--- src/rtl/tlb_xlat_pkg.sv ---
package tlb_xlat_pkg;
  // permission bits of one mapping; packing order matches rf_perm
  typedef struct packed {
    logic usr;
    logic dirty;
    logic wr;
    logic rd;
  } perm_t;

  localparam int PERM_W = $bits(perm_t);
endpackage

--- src/rtl/tlb_entry_array.sv ---
module tlb_entry_array
  import tlb_xlat_pkg::*;
#(
  parameter int ENTRIES = 32,
  parameter int VPN_W   = 20,
  parameter int PPN_W   = 20,
  localparam int IDX_W  = $clog2(ENTRIES)
) (
  input  logic               clk,
  input  logic               rst_n,
  input  logic               clr_all,
  input  logic               wr_en,
  input  logic [IDX_W-1:0]   wr_idx,
  input  logic [VPN_W-1:0]   wr_vpn,
  input  logic [PPN_W-1:0]   wr_ppn,
  input  perm_t              wr_perm,
  input  logic [VPN_W-1:0]   q_vpn,
  output logic [ENTRIES-1:0] q_match,
  output logic [ENTRIES-1:0] w_match,
  output logic [ENTRIES-1:0] valid_vec,
  output logic [PPN_W-1:0]   q_ppn,
  output perm_t              q_perm
);
  logic [ENTRIES-1:0] vld_q;
  logic [VPN_W-1:0]   tag_q  [ENTRIES];
  logic [PPN_W-1:0]   ppn_q  [ENTRIES];
  perm_t              perm_q [ENTRIES];

  always_ff @(posedge clk or negedge rst_n) begin
    if (!rst_n) begin
      vld_q <= '0;
    end else if (clr_all) begin
      vld_q <= '0;
    end else if (wr_en) begin
      vld_q[wr_idx] <= 1'b1;
    end
  end

  always_ff @(posedge clk) begin
    if (wr_en && !clr_all) begin
      tag_q[wr_idx]  <= wr_vpn;
      ppn_q[wr_idx]  <= wr_ppn;
      perm_q[wr_idx] <= wr_perm;
    end
  end

  // parallel tag comparators for lookup and refill
  for (genvar g = 0; g < ENTRIES; g++) begin : g_cmp
    assign q_match[g] = vld_q[g] && (tag_q[g] == q_vpn);
    assign w_match[g] = vld_q[g] && (tag_q[g] == wr_vpn);
  end

  assign valid_vec = vld_q;

  // one-hot OR mux of the matching entry
  always_comb begin
    q_ppn  = '0;
    q_perm = '0;
    for (int i = 0; i < ENTRIES; i++) begin
      if (q_match[i]) begin
        q_ppn  = q_ppn | ppn_q[i];
        q_perm = q_perm | perm_q[i];
      end
    end
  end
endmodule

--- src/rtl/tlb_victim_sel.sv ---
module tlb_victim_sel #(
  parameter int ENTRIES = 32,
  localparam int IDX_W  = $clog2(ENTRIES)
) (
  input  logic               clk,
  input  logic               rst_n,
  input  logic               clr_all,
  input  logic               take,
  input  logic [ENTRIES-1:0] valid_vec,
  input  logic [ENTRIES-1:0] dup_vec,
  output logic [IDX_W-1:0]   sel_idx
);
  localparam logic [IDX_W-1:0] LAST = IDX_W'(ENTRIES - 1);

  logic [IDX_W-1:0] ptr_q;
  logic [IDX_W-1:0] dup_idx, free_idx;
  logic             dup_any, free_any, use_ptr;

  always_comb begin
    dup_idx  = '0;
    free_idx = '0;
    dup_any  = 1'b0;
    free_any = 1'b0;
    for (int i = ENTRIES - 1; i >= 0; i--) begin
      if (dup_vec[i]) begin
        dup_idx = IDX_W'(i);
        dup_any = 1'b1;
      end
      if (!valid_vec[i]) begin
        free_idx = IDX_W'(i);
        free_any = 1'b1;
      end
    end
  end

  assign use_ptr = !dup_any && !free_any;
  assign sel_idx = dup_any ? dup_idx : (free_any ? free_idx : ptr_q);

  always_ff @(posedge clk or negedge rst_n) begin
    if (!rst_n) begin
      ptr_q <= '0;
    end else if (clr_all) begin
      ptr_q <= '0;
    end else if (take && use_ptr) begin
      ptr_q <= (ptr_q == LAST) ? '0 : ptr_q + 1'b1;
    end
  end
endmodule

--- src/rtl/tlb_perm_check.sv ---
module tlb_perm_check
  import tlb_xlat_pkg::*;
(
  input  perm_t perm,
  input  logic  is_write,
  input  logic  is_user,
  output logic  allow
);
  logic mode_ok, type_ok;

  assign mode_ok = !is_user || perm.usr;
  assign type_ok = is_write ? (perm.wr && perm.dirty) : perm.rd;
  assign allow   = mode_ok && type_ok;
endmodule

--- src/rtl/tlb_xlat.sv ---
module tlb_xlat
  import tlb_xlat_pkg::*;
#(
  parameter int ENTRIES = 32,
  parameter int VPN_W   = 20,
  parameter int PPN_W   = 20,
  parameter int OFF_W   = 12,
  localparam int IDX_W  = $clog2(ENTRIES),
  localparam int PA_W   = PPN_W + OFF_W
) (
  input  logic              clk,
  input  logic              rst_n,
  input  logic              flush,
  input  logic              lk_valid,
  input  logic [VPN_W-1:0]  lk_vpn,
  input  logic [OFF_W-1:0]  lk_off,
  input  logic              lk_write,
  input  logic              lk_user,
  output logic              lk_hit,
  output logic              lk_fault,
  output logic              lk_miss,
  output logic [PA_W-1:0]   lk_paddr,
  input  logic              rf_valid,
  output logic              rf_ready,
  input  logic [VPN_W-1:0]  rf_vpn,
  input  logic [PPN_W-1:0]  rf_ppn,
  input  logic [PERM_W-1:0] rf_perm
);
  logic [ENTRIES-1:0] q_match, w_match, valid_vec;
  logic [PPN_W-1:0]   q_ppn;
  perm_t              q_perm;
  logic [IDX_W-1:0]   sel_idx;
  logic               take, found, allow;

  assign rf_ready = !flush;
  assign take     = rf_valid && rf_ready;

  tlb_entry_array #(
    .ENTRIES(ENTRIES), .VPN_W(VPN_W), .PPN_W(PPN_W)
  ) u_arr (
    .clk      (clk),
    .rst_n    (rst_n),
    .clr_all  (flush),
    .wr_en    (take),
    .wr_idx   (sel_idx),
    .wr_vpn   (rf_vpn),
    .wr_ppn   (rf_ppn),
    .wr_perm  (perm_t'(rf_perm)),
    .q_vpn    (lk_vpn),
    .q_match  (q_match),
    .w_match  (w_match),
    .valid_vec(valid_vec),
    .q_ppn    (q_ppn),
    .q_perm   (q_perm)
  );

  tlb_victim_sel #(.ENTRIES(ENTRIES)) u_vsel (
    .clk      (clk),
    .rst_n    (rst_n),
    .clr_all  (flush),
    .take     (take),
    .valid_vec(valid_vec),
    .dup_vec  (w_match),
    .sel_idx  (sel_idx)
  );

  tlb_perm_check u_perm (
    .perm    (q_perm),
    .is_write(lk_write),
    .is_user (lk_user),
    .allow   (allow)
  );

  assign found    = lk_valid && !flush && (|q_match);
  assign lk_hit   = found && allow;
  assign lk_fault = found && !allow;
  assign lk_miss  = lk_valid && !found;
  assign lk_paddr = lk_hit ? {q_ppn, lk_off} : '0;
endmodule

--- config.mk ---
export PLATFORM = sky130hd
export DESIGN_NAME = tlb_xlat
export DESIGN_NICKNAME = d
export VERILOG_FILES = /design/src/rtl/tlb_xlat_pkg.sv /design/src/rtl/tlb_entry_array.sv /design/src/rtl/tlb_victim_sel.sv /design/src/rtl/tlb_perm_check.sv /design/src/rtl/tlb_xlat.sv
export SDC_FILE = /design/constraint.sdc
export NUM_CORES = 2
export LEC_CHECK = 0
export BUFFER_PORTS_ARGS = -buffer_cell sky130_fd_sc_hd__buf_2
export CAP_MARGIN = 0
export CELL_PAD_IN_SITES_DETAIL_PLACEMENT = 0
export CELL_PAD_IN_SITES_GLOBAL_PLACEMENT = 2
export CORE_MARGIN = 4
export CORE_UTILIZATION = 50
export CTS_CLUSTER_SIZE = 10
export DETAILED_ROUTE_END_ITERATION = 10
export PLACE_DENSITY_LB_ADDON = 0.3
export SYNTH_ARGS = -nofsm -noshare
export SYNTH_HDL_FRONTEND = slang
export SYNTH_HIERARCHICAL = 1
export SYNTH_SLANG_ARGS = --single-unit
--- constraint.sdc ---
create_clock -name clk -period 10.94 [get_ports clk]
set_clock_uncertainty 0.2 [all_clocks]
set_input_delay 0 -clock clk [delete_from_list [all_inputs] [get_ports clk]]
set_output_delay 0 -clock clk [all_outputs]
set_load 0.1 [all_outputs]
==> results.yml <==
clock_network:
  cts_buffer_depth: 3
  cts_root_buffer: "clkbuf_16"
  h-tree-depth: 4
  insertion_delay_ps: 810
  cts_sinks: 1445
  clkSlewWorstSetupHoldPaths_ps: 60
  cts_setup_buffers: 0
  ctsHoldBuffers: 55
  numCtsBuffers: 165
  ctsResizeCount: 0
  cts_tree: "built"
power_and_ir_drop:
  cellLeakagePower_uw: 0.0240
  irDropWorstVdd_mv: 0.164
  power_density_nw_per_um2: 155
grt:
  grt_pass1_wl_microns: 314000
  grt_max_degree: 45
  grt_pass1_vias: 42700
  grt_util_all_layers_pct: 30.9
  overflow: 0
  grt_antenna_before_repair: 22
routing:
  postRouteAntennaNets: 0
  via_per_inst: 6.43
  vias: 44200
  routedWlPerCell_microns: 32.2
  drc_errors: 0
  wl_microns: 221000
  drtIter0Drc: 5751
  first_pass_iters: 6
cells_and_area:
  multi_input_area_sq_um: 22400
  layout-drive-gt1-share_pct: 11.3
  fill_cells: 10900
  area_delta_synth_final_pct: 11.3
  nets: 5130
  regArea_sq_um: 43200
die:
  start_util_pct: 50.4
  ios: 119
  std_cell_rows: 134
  die_area_sq_um: 141000
  die_h_microns: 375
  die_x_microns: 375
  core_area_sq_um: 134000
logic_synthesis:
  synth_most_common_cell: "edfxtp_1"
  synth.distinct_cells: 57
  synthTopCellsByArea: "edfxtp_1, xnor2_1, xor2_1"
  synth_commonest_cells: "edfxtp_1, nand3_1, xnor2_1, xor2_1, nand4_1"
  synth_edf_count: 1408
  yosysSeqAreaShare_pct: 64.2
  syn_inst: 4859
  synth_top_cell_by_area: "edfxtp_1"
  async_flop_share_pct: 2.56
  syn_avg_cell_area_sq_um: 13.9
  yosys_warnings: 6
  synth_area_sq_um: 67300
  post-synth-top-area-fraction_pct: 62.8
  synth.ff_latch_count: 1445
  synth-main-ff-cell: "edfxtp_1"
  synth_nets: 4944
worst_setup_path:
  crit_fanout: 40
  worst_setup_path_start_kind: "input pin"
  startpoint: "rf_vpn[12]"
  cp.arrival_ps: 6650
  r2r-end: "u_arr/ppn_q[1][12]"
  r2r_slack_ps: 5270
  crit_end: "u_arr/ppn_q[4][17]"
  r2r_start: "u_arr/tag_q[6][17]"
  crit_type: "input pin to register"
  crit_required_ps: 11170
  end_kind: "register"
  ff2ff_path_depth: 13
placed_design:
  place_ws_ps: 4660
  globalplace.congestion: 0.909
  dp_hpwl_microns: 126000
  portBuffers: 118
sta:
  tns_ps: 0
  maxSlewHeadroom_pct: 6.82
  period_minus_slack_ps: 6420
  finalCritPeriodShare_pct: 58.7
  setup_slack_ps: 4520
  max_freq_ghz: 0.156
  hold-worst-slack_ps: 64.5
  rsz0062_at_grt: "no"
  finalHoldViolations: 0
  setup_viol: 0
  drv_slew: 0
  worst_slew_pin_slew_ps: 1380
worst_hold_path:
  hold_class: "input pin to register"
status:
  status: "finished clean"
run:
  maxCapViolations: 0
[worst min-delay path by stage]
stage / startpoint / to / depth (start not counted) / slack [ps]
4_1_cts: rf_vpn[6] / u_arr/tag_q[3][6] / 2 / 30
5_1_grt: rf_vpn[6] / u_arr/tag_q[27][6] / 2 / 50
3_3_place_gp: rst_n / u_arr/valid_vec[26] / 1 / -20
3_5_place_dp: rst_n / u_arr/valid_vec[9] / 1 / -20
6_report: rf_vpn[6] / u_arr/tag_q[27][6] / 2 / 60
2_1_floorplan: rst_n / u_arr/valid_vec[0] / 0 / -500
[where the power goes]
group / internal (uW) / switching [uW]
sequential: 6080 / 4.02
combinational: 176 / 445
clock: 2770 / 2160
total: 9030 / 2610
[critical path: stages]
cell           delay, ps
dlygate4sd3_1        520
dlygate4sd3_1        540
buf_4                410
buf_4                730
xor2_1               150
nor4_1               360
nand4_1              170
nor4_1               940
nor2_1                80
a211oi_1             300
o311ai_0             150
a31oi_1              240
o211ai_1             160
or3_1                400
buf_4                260
nor2_4               580
buf_4                520
[stage by stage]
| stage | power (uW) | instance area, sq um | instances | utilization, % |
|---|---|---|---|---|
| detailed placement | 6790 | 69800 | 6591 | 52.2 |
| CTS | 11700 | 74900 | 6861 | 56.1 |
| finish | 11600 | 74900 | 6869 | 56.1 |
| floorplan | 6550 | 67300 | 4859 | - |
| global placement | 6790 | 69800 | 6591 | 52.2 |
| global route | 11900 | 74900 | 6861 | 56.1 |
[per-layer routing]
layer / vias up / track usage [%] / wire, microns
li1: 18600 / - / -
met1: 22700 / 46.3 / 95100
met2: 2600 / 46.7 / 99100
met3: 333 / 5.63 / 21800
met4: 4 / 8.38 / 5210
met5: - / 0 / 22
[layout by cell type (no fill, tap or decap), types with 6 or more instances in the layout]
| master | count |
|---|---|
| edfxtp_1 | 1408 |
| nand3_1 | 741 |
| xnor2_1 | 724 |
| xor2_1 | 553 |
| nand4_1 | 397 |
| buf_4 | 178 |
| clkbuf_16 | 168 |
| nor4_1 | 133 |
| buf_2 | 97 |
| and3_1 | 59 |
| dlygate4sd3_1 | 54 |
| or4_1 | 50 |
| inv_1 | 49 |
| nor3_1 | 38 |
| dfrtp_1 | 37 |
| nor4_4 | 34 |
| o22ai_1 | 34 |
| nor2_4 | 33 |
| and2_1 | 32 |
| clkbuf_1 | 29 |
| a31oi_1 | 29 |
| nand2_1 | 24 |
| and4_1 | 24 |
| nor2_1 | 23 |
| a21oi_1 | 17 |
| nor4_2 | 16 |
| nor3_2 | 16 |
| nor3_4 | 13 |
| o21ai_0 | 13 |
| diode_2 | 8 |
| inv_16 | 6 |
[logic make-up after synthesis]
logic type      synth area share [%]
compound gates                  1.11
buf+inv                         3.60
simple gates                    14.5
fa+ha+maj                     0.0372
flops                           64.2
xor+xnor                        16.6
[state kept, by name (all words and copies together), names as in the netlist]
register,count
u_arr/valid_vec,32
u_arr/perm_q,128
u_vsel/ptr_q,5
u_arr/tag_q,640
u_arr/ppn_q,640
[final cells by class]
| cell class | count | share of cell area, % |
|---|---|---|
| clock inverters | 17 | 0.317 |
| repair buffers | 330 | 3.18 |
| clock buffers | 198 | 5.77 |
| diodes | 8 | 0.0267 |
| well taps | 1768 | 2.95 |
| flip-flops and latches | 1445 | 57.7 |
| multi-input cells | 3054 | 29.8 |
| inverters | 49 | 0.245 |
No activity file was read; power rests on OpenSTA's default activity.
